--- src/rtl/sched_mem_pkg.sv ---
package sched_mem_pkg;

  // Width of one entry in the packed schedule tables.
  localparam int unsigned FIELD_W = 8;

  // Default table: DIM x DIM transpose, row-major writes, column-major reads.
  localparam int unsigned TP_DIM      = 4;
  localparam int unsigned TP_VARS     = TP_DIM * TP_DIM;
  localparam int unsigned TP_MIN_LIFE = 5;
  localparam int unsigned TP_OFFSET   = TP_MIN_LIFE + (TP_DIM - 1) * (TP_DIM - 1);
  localparam int unsigned TP_PERIOD   = 32;
  localparam int unsigned TP_CELLS    = 14;

  function automatic logic [TP_VARS*FIELD_W-1:0] tp_write_times();
    logic [TP_VARS*FIELD_W-1:0] r;
    r = '0;
    for (int v = 0; v < TP_VARS; v++) r[v*FIELD_W +: FIELD_W] = FIELD_W'(v);
    return r;
  endfunction

  function automatic logic [TP_VARS*FIELD_W-1:0] tp_lifetimes();
    logic [TP_VARS*FIELD_W-1:0] r;
    int row, col, life;
    r = '0;
    for (int v = 0; v < TP_VARS; v++) begin
      row  = v / TP_DIM;
      col  = v % TP_DIM;
      life = (TP_DIM - 1) * (col - row) + TP_OFFSET;
      r[v*FIELD_W +: FIELD_W] = FIELD_W'(life);
    end
    return r;
  endfunction

  // Cell per variable, variable 15 in the top field; 14 reuses cell 0, 15 reuses cell 4.
  localparam logic [TP_VARS*FIELD_W-1:0] TP_CELL_MAP = {
    8'd4,  8'd0,  8'd13, 8'd12, 8'd11, 8'd10, 8'd9, 8'd8,
    8'd7,  8'd6,  8'd5,  8'd4,  8'd3,  8'd2,  8'd1, 8'd0
  };

endpackage

--- src/rtl/svm_counter.sv ---
module svm_counter #(
  parameter int unsigned SCHED_LEN = 32,
  parameter int unsigned SLOT_W    = 5
) (
  input  logic              clk_i,
  input  logic              rst_ni,
  input  logic              en_i,
  output logic [SLOT_W-1:0] slot_o
);
  localparam logic [SLOT_W-1:0] LAST = SLOT_W'(SCHED_LEN - 1);

  always_ff @(posedge clk_i or negedge rst_ni) begin
    if (!rst_ni)       slot_o <= '0;
    else if (en_i)     slot_o <= (slot_o == LAST) ? '0 : slot_o + 1'b1;
  end

  assert_cnt_wrap_R1: assert property (@(posedge clk_i) disable iff (!rst_ni)
    (en_i && slot_o == LAST) |=> (slot_o == '0));
  assert_cnt_hold_R1: assert property (@(posedge clk_i) disable iff (!rst_ni)
    !en_i |=> $stable(slot_o));
  assert_cnt_range_R1: assert property (@(posedge clk_i) disable iff (!rst_ni)
    slot_o <= LAST);
endmodule

--- src/rtl/svm_decoder.sv ---
module svm_decoder
  import sched_mem_pkg::*;
#(
  parameter int unsigned SCHED_LEN = 32,
  parameter int unsigned N_VARS    = 16,
  parameter int unsigned N_READS   = 1,
  parameter int unsigned N_CELLS   = 14,
  parameter int unsigned SLOT_W    = 5,
  parameter int unsigned ADDR_W    = 4,
  parameter logic [N_VARS*FIELD_W-1:0]         WR_TIME = '0,
  parameter logic [N_VARS*FIELD_W-1:0]         CELL    = '0,
  parameter logic [N_VARS*N_READS*FIELD_W-1:0] LIFE    = '0
) (
  input  logic [SLOT_W-1:0] slot_i,
  output logic              wr_en_o,
  output logic [ADDR_W-1:0] wr_addr_o,
  output logic              rd_en_o,
  output logic [ADDR_W-1:0] rd_addr_o
);
  localparam int unsigned N_ACC = N_VARS * N_READS;

  function automatic int unsigned read_slot(int unsigned v, int unsigned k);
    return (int'(WR_TIME[v*FIELD_W +: FIELD_W]) +
            int'(LIFE[(v*N_READS+k)*FIELD_W +: FIELD_W])) % SCHED_LEN;
  endfunction

  function automatic int unsigned worst_writes();
    int unsigned worst, n;
    worst = 0;
    for (int s = 0; s < SCHED_LEN; s++) begin
      n = 0;
      for (int v = 0; v < N_VARS; v++)
        if (int'(WR_TIME[v*FIELD_W +: FIELD_W]) == s) n++;
      if (n > worst) worst = n;
    end
    return worst;
  endfunction

  function automatic int unsigned worst_reads();
    int unsigned worst, n;
    worst = 0;
    for (int s = 0; s < SCHED_LEN; s++) begin
      n = 0;
      for (int v = 0; v < N_VARS; v++)
        for (int k = 0; k < N_READS; k++)
          if (read_slot(v, k) == s) n++;
      if (n > worst) worst = n;
    end
    return worst;
  endfunction

  function automatic bit table_in_range();
    for (int v = 0; v < N_VARS; v++) begin
      if (int'(CELL[v*FIELD_W +: FIELD_W]) >= N_CELLS) return 1'b0;
      if (int'(WR_TIME[v*FIELD_W +: FIELD_W]) >= SCHED_LEN) return 1'b0;
    end
    return 1'b1;
  endfunction

  if (worst_writes() > 1 || worst_reads() > 1 || !table_in_range()) begin : g_bad_table
    $error("schedule table needs more than one access per port in a slot, or is out of range");
  end

  logic [N_VARS-1:0] wr_hit;
  logic [N_ACC-1:0]  rd_hit;

  for (genvar v = 0; v < N_VARS; v++) begin : g_var
    localparam int unsigned WT = int'(WR_TIME[v*FIELD_W +: FIELD_W]);
    assign wr_hit[v] = (slot_i == SLOT_W'(WT));
    for (genvar k = 0; k < N_READS; k++) begin : g_rd
      localparam int unsigned RT = read_slot(v, k);
      assign rd_hit[v*N_READS+k] = (slot_i == SLOT_W'(RT));
    end
  end

  // At most one hit per port, so OR-ing the masked cell indices selects it.
  always_comb begin
    wr_addr_o = '0;
    rd_addr_o = '0;
    for (int v = 0; v < N_VARS; v++) begin
      if (wr_hit[v]) wr_addr_o |= ADDR_W'(CELL[v*FIELD_W +: FIELD_W]);
      for (int k = 0; k < N_READS; k++)
        if (rd_hit[v*N_READS+k]) rd_addr_o |= ADDR_W'(CELL[v*FIELD_W +: FIELD_W]);
    end
  end

  assign wr_en_o = |wr_hit;
  assign rd_en_o = |rd_hit;
endmodule

--- src/rtl/svm_ram.sv ---
module svm_ram #(
  parameter int unsigned WORD_W  = 13,
  parameter int unsigned N_CELLS = 14,
  parameter int unsigned ADDR_W  = 4
) (
  input  logic              clk_i,
  input  logic              rst_ni,
  input  logic              wr_en_i,
  input  logic [ADDR_W-1:0] wr_addr_i,
  input  logic [WORD_W-1:0] wr_data_i,
  input  logic              rd_en_i,
  input  logic [ADDR_W-1:0] rd_addr_i,
  output logic [WORD_W-1:0] rd_data_o
);
  logic [WORD_W-1:0] mem [N_CELLS];

  always_ff @(posedge clk_i) begin
    if (wr_en_i) mem[wr_addr_i] <= wr_data_i;
  end

  // Registered read samples the cell before a same-edge write lands.
  always_ff @(posedge clk_i or negedge rst_ni) begin
    if (!rst_ni)       rd_data_o <= '0;
    else if (rd_en_i)  rd_data_o <= mem[rd_addr_i];
  end

  assert_wr_store_R2: assert property (@(posedge clk_i) disable iff (!rst_ni)
    wr_en_i |=> (mem[$past(wr_addr_i)] == $past(wr_data_i)));
  assert_rd_hold_R5: assert property (@(posedge clk_i) disable iff (!rst_ni)
    !rd_en_i |=> $stable(rd_data_o));
endmodule

--- src/rtl/sched_var_mem.sv ---
module sched_var_mem
  import sched_mem_pkg::*;
#(
  parameter int unsigned WORD_W    = 13,
  parameter int unsigned SCHED_LEN = sched_mem_pkg::TP_PERIOD,
  parameter int unsigned N_VARS    = sched_mem_pkg::TP_VARS,
  parameter int unsigned N_READS   = 1,
  parameter int unsigned N_CELLS   = sched_mem_pkg::TP_CELLS,
  parameter logic [N_VARS*FIELD_W-1:0]         WR_TIME = sched_mem_pkg::tp_write_times(),
  parameter logic [N_VARS*FIELD_W-1:0]         CELL    = sched_mem_pkg::TP_CELL_MAP,
  parameter logic [N_VARS*N_READS*FIELD_W-1:0] LIFE    = sched_mem_pkg::tp_lifetimes()
) (
  input  logic              clk_i,
  input  logic              rst_ni,
  input  logic              en_i,
  input  logic [WORD_W-1:0] data_i,
  output logic [WORD_W-1:0] data_o
);
  localparam int unsigned SLOT_W = (SCHED_LEN > 1) ? $clog2(SCHED_LEN) : 1;
  localparam int unsigned ADDR_W = (N_CELLS > 1) ? $clog2(N_CELLS) : 1;

  logic [SLOT_W-1:0] slot;
  logic              dec_wr_en, dec_rd_en;
  logic [ADDR_W-1:0] dec_wr_addr, dec_rd_addr;
  logic              wr_req, rd_req;

  svm_counter #(.SCHED_LEN(SCHED_LEN), .SLOT_W(SLOT_W)) u_counter (
    .clk_i, .rst_ni, .en_i, .slot_o(slot)
  );

  svm_decoder #(
    .SCHED_LEN(SCHED_LEN), .N_VARS(N_VARS), .N_READS(N_READS), .N_CELLS(N_CELLS),
    .SLOT_W(SLOT_W), .ADDR_W(ADDR_W), .WR_TIME(WR_TIME), .CELL(CELL), .LIFE(LIFE)
  ) u_decoder (
    .slot_i(slot), .wr_en_o(dec_wr_en), .wr_addr_o(dec_wr_addr),
    .rd_en_o(dec_rd_en), .rd_addr_o(dec_rd_addr)
  );

  // Accesses happen only in cycles that also advance the schedule.
  assign wr_req = dec_wr_en & en_i;
  assign rd_req = dec_rd_en & en_i;

  svm_ram #(.WORD_W(WORD_W), .N_CELLS(N_CELLS), .ADDR_W(ADDR_W)) u_ram (
    .clk_i, .rst_ni,
    .wr_en_i(wr_req), .wr_addr_i(dec_wr_addr), .wr_data_i(data_i),
    .rd_en_i(rd_req), .rd_addr_i(dec_rd_addr), .rd_data_o(data_o)
  );

  assert_stall_hold_R4: assert property (@(posedge clk_i) disable iff (!rst_ni)
    !en_i |=> $stable(data_o));
  assert_idle_wr_addr_R5: assert property (@(posedge clk_i) disable iff (!rst_ni)
    !dec_wr_en |-> (dec_wr_addr == '0));
  assert_idle_rd_addr_R5: assert property (@(posedge clk_i) disable iff (!rst_ni)
    !dec_rd_en |-> (dec_rd_addr == '0));
endmodule

--- config.mk ---
export PLATFORM = sky130hd
export DESIGN_NAME = sched_var_mem
export DESIGN_NICKNAME = d
export VERILOG_FILES = /design/src/rtl/sched_mem_pkg.sv /design/src/rtl/svm_counter.sv /design/src/rtl/svm_decoder.sv /design/src/rtl/svm_ram.sv /design/src/rtl/sched_var_mem.sv
export SDC_FILE = /design/constraint.sdc
export NUM_CORES = 1
export LEC_CHECK = 0
export ABC_CLOCK_PERIOD_IN_PS = 7700
export CAP_MARGIN = 0
export CORE_ASPECT_RATIO = 1.1
export CORE_MARGIN = 2
export CORE_UTILIZATION = 47
export DETAILED_ROUTE_END_ITERATION = 8
export PLACE_DENSITY_LB_ADDON = 0.1
export RECOVER_POWER = 100
export REMOVE_ABC_BUFFERS = 1
export SYNTH_ARGS = -nofsm -noshare
export SYNTH_HDL_FRONTEND = slang
export SYNTH_SLANG_ARGS = --single-unit
--- constraint.sdc ---
create_clock -name clk_i -period 7.7 [get_ports clk_i]
set_input_delay 1.54 -clock clk_i [delete_from_list [all_inputs] [get_ports clk_i]]
set_output_delay 1.54 -clock clk_i [all_outputs]
set_load 0.1 [all_outputs]
* Word-level counts from Yosys, hierarchy flattened
Memories as Yosys holds them, arrays and structs flattened. A register that Yosys moved wholly into a read port is not among the register bits.
Index checks and enable logic that the tools add are counted.
** Word-level totals
- RAM bits :: 182
- Memories kept :: 1
- Register bits after elaboration :: 5
- Input bits :: 16
- Output and inout bits :: 13
- Word-level logic and storage cells :: 70
** Memories
- u_ram.mem :: words 14, bits a word 13, read ports 1, clocked after Yosys merged registers in 1, wr ports 1, line svm_ram.sv:15 : logic [WORD_W-1:0] mem [N_CELLS];
** Operators by class
- Reductions and logical operators :: 4
- Bitwise operators :: 2
- Equal/unequal tests :: 30
- Mux-type cells :: 31
- Add/subtract/negate cells :: 1
** Operator list (count)
- == test 5 bit, second input constant :: 15
- two-way mux 4 bit :: 12
- == test 5 x 4 -> 1 bit, second input constant :: 8
- OR reduction 16 bit :: 2
- two-way mux 3 bit :: 10
- == test 5 x 3 -> 1 bit, second input constant :: 4
- == test 5 x 2 -> 1 bit, second input constant :: 2
- two-way mux 2 bit :: 4
- adder 5 x 1 -> 5 bit, second input constant :: 1
- == test 5 x 1 -> 1 bit, second input constant :: 1
- logical NOT 5 bit :: 1
- two-way mux 5 bit :: 1
- two-way mux 1 bit :: 4
- bitwise AND 1 bit :: 2
- logical NOT 1 bit :: 1

* Depth between registers and ports, before layout
Gate-level depths: netlist of the first run.
- Depth in word-level cells :: 15
- Depth in mapped cells :: 11
- Depth with buffers taken out :: 8

* Cells and area by module
A second synthesis of the first run with hierarchy kept.
** Unflattened totals
- Cells, all modules :: 465
- Area, all modules :: 8001.4 µm²
** Modules (own cells, without submodules)
- svm_ram :: sequential area each 5790.6 µm², area an instance 7612.3 µm², instances 1, cells an instance 421
- svm_counter :: sequential area each 125.1 µm², area an instance 239.0 µm², instances 1, cells an instance 20
- svm_decoder :: sequential area each 0.0 µm², area an instance 137.6 µm², instances 1, cells an instance 22
- sched_var_mem :: sequential area each 0.0 µm², area an instance 12.5 µm², instances 1, cells an instance 2

* Least setup slack after synthesis of the first run
Ideal clock, no wire load.
- Path kind :: input port to flip-flop
- From :: input port en_i
- To :: memory u_ram.mem[8][0] (enable)
- Library setup time :: 0.382 ns
- Stages on the path :: 3
- Path slack :: 4.692 ns
- Path buffers :: 1
- Required time :: 7.318 ns
- Arrival :: 2.625 ns
- Path through :: clkbuf_1 -> o221ai_1 -> nor2_1
** Between the ends
- Longest elaborated chain between the ends :: 3
** RTL lines
- from (decl) :: line sched_var_mem.sv:15 : input logic en_i,
- bitwise AND 1 bit :: line sched_var_mem.sv:40 : assign wr_req = dec_wr_en & en_i;
- two-way mux 1 bit :: line svm_ram.sv:18 : if (wr_en_i) mem[wr_addr_i] <= wr_data_i;
- two-way mux 1 bit (implied by the code) :: line svm_ram.sv:18
- to (decl) :: line svm_ram.sv:15
No other way between the ends.

* Worst setup path after layout of the first run
- From :: register u_counter.slot_o[0]
- To :: register u_ram.rd_data_o[4] (read register of u_ram.mem)
** Between the ends
- Longest elaborated chain between the ends :: 15
- Elaborated cells between the ends (all ways) :: 32
- Those cells by class :: 16 x eq/ne; 14 x mux; 1 x bitwise; 1 x reduce/logical
** RTL lines
- from (decl) :: line svm_counter.sv:8 : output logic [SLOT_W-1:0] slot_o
- from (signal assigned) :: line svm_counter.sv:14 : else if (en_i) slot_o <= (slot_o == LAST) ? '0 : slot_o + 1'b1;
- == test 5 bit :: line svm_decoder.sv:72 : assign rd_hit[v*N_READS+k] = (slot_i == SLOT_W'(RT));
- two-way mux 1 bit :: line svm_decoder.sv:83 : if (rd_hit[v*N_READS+k]) rd_addr_o |= ADDR_W'(CELL[v*FIELD_W +: FIELD_W]);
- two-way mux 2 bit (2 in a row) :: line svm_decoder.sv:83
- two-way mux 3 bit (4 in a row) :: line svm_decoder.sv:83
- two-way mux 4 bit (6 in a row) :: line svm_decoder.sv:83
- two-way mux 3 bit :: line svm_decoder.sv:83
- to (decl) :: line svm_ram.sv:13 : output logic [WORD_W-1:0] rd_data_o
Several ways; a longest one is shown, not always the timed one.
A chain may end at the register's enable or synchronous reset.

==> results.md, run 1 <==
- CTS tree: yes
- DRT Pass-1 Iters: 7
- MaxCap Viol Count: 1
- Most instantiated cells after synthesis: edfxtp_1 (182), nand2_1 (133), nor2_1 (58), nand3_1 (37), nand4_1 (28)
- Layout area overhead: 12.6%
- Vias after detailed routing: 5,094
- CTS clock-pin slew for the worst setup and hold paths: 0.07 ns
- Resize count post-CTS: 0
- Fin Clk Skew: 0.0107 ns
- Synth unique cells: 53
- Post-route ant nets: 0
- Number of global-route vias before repair: 5,028
- Layout cell share with drive strength beyond 1: 6.59%
- Antenna violations before repair: 0
- Primary FF master, synth: edfxtp_1
- WL final: 19,600 µm
- Post-CTS Setup Bufs: 0
- GR peak layer: met2
- First-pass GRT wire length: 30,000 µm
- GR met1 Demand/Resource: 30.3%
- Die Y: 143 µm
- Register area share after synthesis: 71.5%
- Fillers: 1,458
- Count leader, synth: edfxtp_1
- I/O pins: 29
- Die W: 131 µm
- Setup TNS: 0 ns
- Layout Nets: 677
- Worst Path Max Fanout: 79
- CTS Sinks: 200
- EDFF count, synth: 182
- Slew @ Worst Pin: 3.85 ns
- Clk Latency, worst-skew pair: 0.42 ns
- Drt initial violations: 382
- Antenna fix cells: 0
- Pin count of the biggest net entering global routing: 80
- DRC: 0
- Hold buffers post-CTS: 0
- Status: finished, violations left
- Non-Filler Instances: 902
- IO Port Bufs: 28
- Yosys top cell area share: 66.0%
- Drt via density: 5.65
- Die ar.: 18,700 µm²
- Tcrit/Tclk final: 68.2%
- Pins Over Slew Limit: 80
- H-tree depth: 4
- FP Rows: 50
- Top post-synthesis cells by area: edfxtp_1 (66%), nand2_1 (6.0%), dfrtp_1 (5.4%)
- Core Region: 17,100 µm²
- Met2 GRT Util: 36.2%
- Crit Path Class: reg -> reg
- Seq cells post-synth: 200
- Crit. End Element: register
- Post-synthesis async set-or-reset flop share: 9.00%
- Total clock buffers created by CTS: 17
- Power Dens Cells: 426 nW/µm²
- Hold Vio Cnt, Final: 0
- Ys Warns: 0
- Synth Cell Area: 8280 µm²
- Synth area leader: edfxtp_1
- Hold WS: 0.526 ns
- Syn_area_per_cell: 12.9 µm²
- Total global routing overflow: 0
- Fmax: 190 MHz
- HP Class: reg -> reg
- Initial core utilization: 48.3%
- Min cycle time layout: 5.25 ns
- Critical Path RT: 7.96 ns
- Failing checks: capacitance limit, slew limit
- Leak Pwr: 3.20 nW
- CTS max path bufs: 2
- GRT Overall Usage: 22.3%
- Type of origin of the critical path: register
- RSZ-0062 raised after global routing: false
- Slew headroom: -157%
- Inst Count DP: 870
- Cell count after synthesis: 640
- Placer Congestion: 0.824
- Worst-case vdd ir drop: 0.000424 V
- Setup-failing EPs final: 0
- Worst Path Arrival: 5.52 ns
- Dpl hpwl: 12,800 µm
- WL per Instance: 21.8 µm
- Root Driver: clkbuf_16
- GR Util met3: 3.26%
==> critical path, cell delays in order (launching register included) <==
cell	delay [ns]
dfrtp_1	0.42
ha_1	0.36
o31a_1	0.39
o21ai_4	0.07
clkbuf_1	2.70
mux4_2	0.82
a22oi_1	0.21
o211ai_1	0.11
==> area by class of cell <==
cell class | instances | area, µm² | share of cell area (%)
Clock buffer | 17 | 425 | 4.56
Multi-Input combinational cell | 396 | 2170 | 23.2
Sequential cell | 200 | 5920 | 63.4
Clock inverter | 15 | 191 | 2.05
Timing Repair Buffer | 35 | 314 | 3.37
Tap cell | 234 | 293 | 3.14
Inverter | 5 | 18.8 | 0.201
==> worst paths after layout <==
| kind | start | endpoint | slack [ns] | depth (start not counted) |
|---|---|---|---|---|
| worst min register to register | u_ram.rd_data_o[3] | u_ram.rd_data_o[3] | 0.53 | 1 |
| worst max register to register | u_counter.slot_o[0] | u_ram.rd_data_o[4] | 2.45 | 7 |
| max in group asynchronous | rst_ni | u_ram.rd_data_o[11] | 5.46 | 1 |
| worst min-delay path | u_ram.rd_data_o[3] | u_ram.rd_data_o[3] | 0.53 | 1 |
| worst max-delay path | u_counter.slot_o[0] | u_ram.rd_data_o[4] | 2.45 | 7 |
| min in group asynchronous | rst_ni | u_counter.slot_o[0] | 1.68 | 1 |
==> cell usage in the layout (no fill, tap or decap), types with 18 or more instances in the layout <==
master | Yosys | routed
o21ai_0 | 23 | 23
dlygate4sd3_1 | 0 | 28
nand4_1 | 28 | 28
nand3_1 | 37 | 37
nor2_1 | 58 | 57
dfrtp_1 | 18 | 18
a21oi_1 | 20 | 20
nand2_1 | 133 | 133
mux2i_1 | 25 | 25
edfxtp_1 | 182 | 182
==> sequential cells by signal, indices dropped and copies added (netlist names) <==
name	flops
u_counter.slot_o	5
u_ram.mem	182
u_ram.rd_data_o	13
==> power by group <==
part	leakage, nW	internal [W]	switching, W
Sequential	1.85	0.00127	0.0000888
Clock	0.296	0.000521	0.000406
Combinational	1.05	0.000483	0.00121
Total	3.20	0.00227	0.00170
==> routing by layer <==
| metal | up-vias | part of all wire (%) |
|---|---|---|
| met5 | - | 0 |
| met4 | 0 | 3.1 |
| met3 | 36 | 3.5 |
| met2 | 152 | 50 |
| met1 | 2528 | 44 |
| li1 | 2378 | - |
==> per-stage QoR <==
| stage | setup WS, ns | power, W | area, µm² | util (%) |
|---|---|---|---|---|
| 6_report | 2.45 | 0.00397 | 9320 | 54.4 |
| 5_1_grt | 2.02 | 0.00418 | 9320 | 54.4 |
| 4_1_cts | 4.04 | 0.00400 | 9340 | 54.5 |
| 3_5_place_dp | 3.59 | 0.00308 | 8730 | 50.9 |
| 3_3_place_gp | 3.61 | 0.00305 | 8730 | 50.9 |
| 2_1_floorplan | 4.18 | 0.00252 | 8090 | - |
==> cells by family after synthesis <==
logic type | synth area share (%)
multiplexers | 3.29
buffers and inverters | 2.52
flip-flops | 71.5
adder cells (fa/ha/maj) | 0.907
AND/OR/NAND/NOR | 15.2
XOR/XNOR | 0.197
AO/OA/AOI/OAI | 6.44
(Power assumes the default switching activity.)
==> run 2: changes to the inputs <==
Settings changed: ABC_CLOCK_PERIOD_IN_PS 7700 to 5200.
Clock period 7.7 ns to 5.2 ns, I/O delays scaled along.
==> results.md, run 2 (same netlist as run 1, synthesis figures left out) <==
- Status: finished, final reports clean
- Clk Latency, worst-skew pair: 0.43 ns (about the same)
- Initial core utilization: 48.3% (unchanged)
- MaxCap Viol Count: 0 (-1)
- Total global routing overflow: 0 (unchanged)
- Finished Cell Area: 9320 µm² (unchanged)
- CP peak stage delay: 0.90 ns (-1.80 ns)
- Crit path launch: u_counter.slot_o[1]
- Dpl hpwl: 12,800 µm (+0.70%)
- Layout cell share with drive strength beyond 1: 6.41% (-0.18 points)
- Largest Register: u_ram.mem
- Number of global-route vias before repair: 5,150 (+2.4%)
- H-tree depth: 4 (unchanged)
- Max reg flops: 182 (unchanged)
- Slew headroom: 6.56% (+160 points)
- Placer Congestion: 0.871 (+5.6%)
- GRT Overall Usage: 23.1% (+0.78 points)
- Crit. End Element: register
- Tcrit/Tclk final: 78.7% (+10 points)
- Reg2reg start: u_counter.slot_o[1]
- GR Util met3: 3.60% (+0.34 points)
- Post-CTS Setup Bufs: 0 (unchanged)
- Placed Area: 8750 µm² (+0.26%)
- Die W: 131 µm (unchanged)
- Layout Nets: 680 (+0.44%)
- Layout area overhead: 12.6% (unchanged)
- CTS clock-pin slew for the worst setup and hold paths: 0.07 ns (about the same)
- Worst Path Max Fanout: 21 (-73%)
- Die Y: 143 µm (unchanged)
- IO Port Bufs: 28 (unchanged)
- Pins Over Slew Limit: 0 (-100%)
- Hold wc startpoint: u_ram.rd_data_o[4]
- Power Dens Cells: 626 nW/µm² (+47%)
- Hold Vio Cnt, Final: 0 (unchanged)
- I/O pins: 29 (unchanged)
- Post-route ant nets: 0 (unchanged)
- CTS Sinks: 200 (unchanged)
- Drt initial violations: 601 (+57%)
- Pin count of the biggest net entering global routing: 54 (-33%)
- Vias after detailed routing: 5,239 (+2.8%)
- First-pass GRT wire length: 31,000 µm (+3.2%)
- Most frequent cells in the layout: edfxtp_1 (182), nand2_1 (133), nor2_1 (57), nand3_1 (37)
- Type of origin of the critical path: register
- Die ar.: 18,700 µm² (unchanged)
- GR met1 Demand/Resource: 30.1% (-0.26 points)
- Largest registers: u_ram.mem x182, u_ram.rd_data_o x13, u_counter.slot_o x5
- Met2 GRT Util: 38.1% (+1.8 points)
- WL final: 20,400 µm (+3.8%)
- GR peak layer: met2
- Resize count post-CTS: 0 (unchanged)
- CTS max path bufs: 2 (unchanged)
- Drt via density: 5.78 (+2.4%)
- Slew @ Worst Pin: 1.40 ns (-2.46 ns)
- HP Class: reg -> reg
- Root Driver: clkbuf_16
- WL per Instance: 22.5 µm (+3.3%)
- Total clock buffers created by CTS: 17 (unchanged)
- Critical Path RT: 5.51 ns (-2.45 ns)
- Most common cell after layout, fill and taps aside: edfxtp_1
- Crit path cell chain: ha_1 > or2_0 > a31o_1 > buf_4 > or3b_1 > a211oi_1 > a2111oi_0 > a221o_1
- FP Rows: 50 (unchanged)
- DRC: 0 (unchanged)
- Fmax: 244 MHz (+28%)
- Setup TNS: 0 ns (unchanged)
- RSZ-0062 raised after global routing: false
- CP max-delay cell: a31o_1
- Fin Clk Skew: 0.00984 ns (-0.000841 ns)
- Leak Pwr: 3.20 nW (about the same)
- CTS tree: yes
- Setup-failing EPs final: 0 (unchanged)
- Min cycle time layout: 4.09 ns (-1.16 ns)
- Hold buffers post-CTS: 0 (unchanged)
- Worst-case vdd ir drop: 0.000388 V (-8.7%)
- Crit Path Class: reg -> reg
- Worst Path Arrival: 4.41 ns (-1.11 ns)
- DRT Pass-1 Iters: 5 (-2)
- Fillers: 1,449 (-0.62%)
- Antenna violations before repair: 1 (+1)
- Core Region: 17,100 µm² (unchanged)
## run 2: final cells by class
cell class | instances | area (µm²) | share of cell area, %
clock inverter | 12 | 151 | 1.62
multi-input combinational | 396 | 2170 | 23.2
antenna | 1 | 2.50 | 0.0268
timing repair buffer | 38 | 340 | 3.65
sequential | 200 | 5920 | 63.4
clock buffer | 20 | 437 | 4.68
tap | 234 | 293 | 3.14
inverter | 5 | 18.8 | 0.201
## run 2: path summary, 6_finish.rpt
path,slack [ns],endpoint,cells past startpoint
max,1.11,u_ram.rd_data_o[3],8
min,0.51,u_ram.rd_data_o[4],2
min in group asynchronous,1.19,u_counter.slot_o[4],1
min reg2reg,0.51,u_ram.rd_data_o[4],2
max reg2reg,1.11,u_ram.rd_data_o[3],8
max in group asynchronous,3.42,u_ram.rd_data_o[11],1
## run 2: through the flow
step                hold WS (ns)  worst slack (ns)  instances  util [%]  total power, W
finish                     0.508              1.11        906      54.4         0.00584
global route               0.547             0.901        906      54.4         0.00612
CTS                        0.522              1.54        905      54.5         0.00588
detailed placement         0.507              1.59        873      51.0         0.00456
global placement           0.502              1.64        873      51.0         0.00455
floorplan                  0.595              1.68        601         -         0.00374
## run 2: per-layer routing
layer	vias up	wire length [µm]
met5	-	0
met3	35	1220
met2	201	10100
met4	0	706
li1	2390	-
met1	2613	8340
## run 2: critical path: cells and delay by family (launching register included)
kind | cells | cell delay [ns]
buffers and inverters | 1 | 0.45
AOI/OAI and AO/OA | 4 | 1.68
DFF | 1 | 0.41
and+or+nand+nor | 2 | 0.96
adders and majority gates | 1 | 0.45
## run 2: where the power goes
group / switching [W] / internal, W / leakage (nW) / total [W]
Sequential: 0.000127 / 0.00188 / 1.85 / 0.00201
Clock: 0.000573 / 0.000758 / 0.280 / 0.00133
Combinational: 0.00181 / 0.000693 / 1.07 / 0.00250
==> run 3: changes to the inputs <==
Settings changed: ABC_CLOCK_PERIOD_IN_PS 5200 to 3400.
Clock period 5.2 ns to 3.4 ns, I/O delays scaled along.
==> results.md, run 3 (same netlist as run 1, synthesis figures left out) <==
- WL per Instance: 22.1 µm (-1.6%)
- Min cycle time layout: 2.98 ns (-1.12 ns)
- Layout Nets: 707 (+4.0%)
- Layout cell share with drive strength beyond 1: 7.88% (+1.5 points)
- GRT Overall Usage: 23.2% (+0.12 points)
- Critical Path Most Common Cell: nand4_1
- Area of the multi-input gates: 2170 µm² (unchanged)
- CTS max path bufs: 2 (unchanged)
- Worst Path Arrival: 3.28 ns (-1.13 ns)
- Most frequent cells in the layout: edfxtp_1 (182), nand2_1 (133), nor2_1 (57), nand3_1 (37), clkbuf_1 (36)
- MaxCap Viol Count: 0 (unchanged)
- Critical path depth: 10 (+2)
- Core Region: 17,100 µm² (unchanged)
- Leak Pwr: 3.24 nW (+1.3%)
- Power Dens Cells: 945 nW/µm² (+51%)
- Fillers: 1,462 (+0.90%)
- RSZ-0062 raised after global routing: false
- Placed Area: 8970 µm² (+2.5%)
- CTS clock-pin slew for the worst setup and hold paths: 0.07 ns (about the same)
- Number of global-route vias before repair: 5,212 (+1.2%)
- Die ar.: 18,700 µm² (unchanged)
- H-tree depth: 4 (unchanged)
- Root Driver: clkbuf_16
- Dpl hpwl: 12,500 µm (-2.7%)
- IO Port Bufs: 28 (unchanged)
- CP max-delay cell: o21a_2
- Worst Path Buf+Inv: 3 (+2)
- Critical path's top delay family: buffers and inverters
- Worst-case vdd ir drop: 0.000546 V (+41%)
- Pins Over Slew Limit: 0 (unchanged)
- Slew headroom: 2.44% (-4.1 points)
- Most common cell after layout, fill and taps aside: edfxtp_1
- Worst Path Max Fanout: 41 (+95%)
- Type of origin of the critical path: register
- Total global routing overflow: 0 (unchanged)
- Inst Count DP: 900 (+3.1%)
- Non-Filler Instances: 933 (+3.0%)
- I/O pins: 29 (unchanged)
- Vias after detailed routing: 5,367 (+2.4%)
- Die Y: 143 µm (unchanged)
- DRT Pass-1 Iters: 5 (unchanged)
- Finished Cell Area: 9370 µm² (+0.46%)
- First-pass GRT wire length: 30,900 µm (-0.20%)
- HP Class: reg -> reg
- Crit path cell chain: inv_1 > ha_1 > nor2b_1 > o21a_2 > buf_12 > clkbuf_1 > nand2_1 > nand4_1 > nand4_1 > o311ai_0
- Crit Path Class: reg -> reg
- CP peak stage delay: 0.51 ns (-0.39 ns)
- Reg2reg start: u_counter.slot_o[1]
- Layout area overhead: 13.1%
- WL final: 20,600 µm (+1.3%)
- Slew @ Worst Pin: 1.46 ns (+0.0670 ns)
- Pin count of the biggest net entering global routing: 42 (-22%)
- Status: finished, final reports clean
- R2r endpoint: u_ram.rd_data_o[11]
- CTS Sinks: 200 (unchanged)
- Reg2reg setup slack: 0.42 ns (-0.68 ns)
- Post-route ant nets: 0 (unchanged)
- Fin Clk Skew: 0.00767 ns (-0.00217 ns)
- Hold buffers post-CTS: 0 (unchanged)
- Worst Setup EP: u_ram.rd_data_o[11]
- Die W: 131 µm (unchanged)
- FF-to-FF path depth: 10 (+2)
- Post-CTS Setup Bufs: 0 (unchanged)
- Largest Register: u_ram.mem
- Drt via density: 5.75 (-0.52%)
- Critical Path RT: 3.70 ns (-1.81 ns)
- Crit path launch: u_counter.slot_o[1]
- Sequential Area: 5920 µm² (unchanged)
- Setup-failing EPs final: 0 (unchanged)
- Setup TNS: 0 ns (unchanged)
- Final Power: 0.00885 W (+52%)
- Antenna violations before repair: 1 (unchanged)
- Tcrit/Tclk final: 87.6% (+8.9 points)
- Resize count post-CTS: 0 (unchanged)
- FP Rows: 50 (unchanged)
- Total clock buffers created by CTS: 17 (unchanged)
- DRC: 0 (unchanged)
- Clk Latency, worst-skew pair: 0.42 ns (about the same)
- Drt initial violations: 466 (-22%)
- Initial core utilization: 48.3% (unchanged)
- CTS tree: yes
- Hold Vio Cnt, Final: 0 (unchanged)
- Largest registers: u_ram.mem x182, u_ram.rd_data_o x13, u_counter.slot_o x5
- Crit. End Element: register
- Fmax: 336 MHz (+37%)
- Max reg flops: 182 (unchanged)
- Placer Congestion: 0.832 (-4.4%)
[run 3: changes by cell type in the layout (fill, tap and decap cells not counted), moves of 2 or more]
cell,before,now
o311ai_1,3,5
o311ai_0,8,6
clkbuf_2,0,5
clkinvlp_4,3,0
dlygate4sd3_1,28,14
clkbuf_1,7,36
buf_4,6,14
[run 3: final cells by class]
class | instances | share of cell area (%)
antenna | 1 | 0.0267
multi-input combinational | 396 | 23.1
inverter | 5 | 0.200
clock buffer | 24 | 4.93
timing repair buffer | 65 | 4.41
clock inverter | 8 | 1.03
tap | 234 | 3.13
sequential | 200 | 63.2
[run 3: metal layers]
metal	vias up	share of wire, %	global-route usage, %
met5	-	0	0
met4	0	1.9	6.27
met3	26	6.8	4.80
met2	214	48	35.6
met1	2680	44	33.9
li1	2447	-	-
[run 3: per-stage QoR]
step | worst slack [ns] | hold WS (ns) | util, %
floorplan | -0.122 | 0.384 | -
global placement | 0.702 | 0.475 | 52.3
detailed placement | 0.580 | 0.483 | 52.3
CTS | 0.571 | 0.503 | 55.6
global route | 0.237 | 0.525 | 54.6
finish | 0.423 | 0.496 | 54.6
[run 3: power breakdown]
part | switching, W | total, W | internal, W
Sequential | 0.000171 | 0.00305 | 0.00287
Clock | 0.000826 | 0.00193 | 0.00110
Combinational | 0.00279 | 0.00387 | 0.00108
Total | 0.00379 | 0.00885 | 0.00506
[run 3: worst min-delay path by stage]
stage,startpoint,endpoint,slack (ns),cells past startpoint
2_1_floorplan,rst_ni,u_counter.slot_o[0],0.38,0
3_3_place_gp,u_ram.rd_data_o[8],u_ram.rd_data_o[8],0.47,2
3_5_place_dp,u_ram.rd_data_o[0],u_ram.rd_data_o[0],0.48,2
4_1_cts,u_ram.rd_data_o[11],u_ram.rd_data_o[11],0.50,2
5_1_grt,u_ram.rd_data_o[1],u_ram.rd_data_o[1],0.53,2
6_report,u_ram.rd_data_o[9],u_ram.rd_data_o[9],0.50,2
[run 3: worst register-to-register path, stage by stage, from the launching register on]
cell and delay (ns):
dfrtp_1 0.42, inv_1 0.11, ha_1 0.35, nor2b_1 0.38, o21a_2 0.51, buf_12 0.30
clkbuf_1 0.35, nand2_1 0.10, nand4_1 0.12, nand4_1 0.12, o311ai_0 0.12
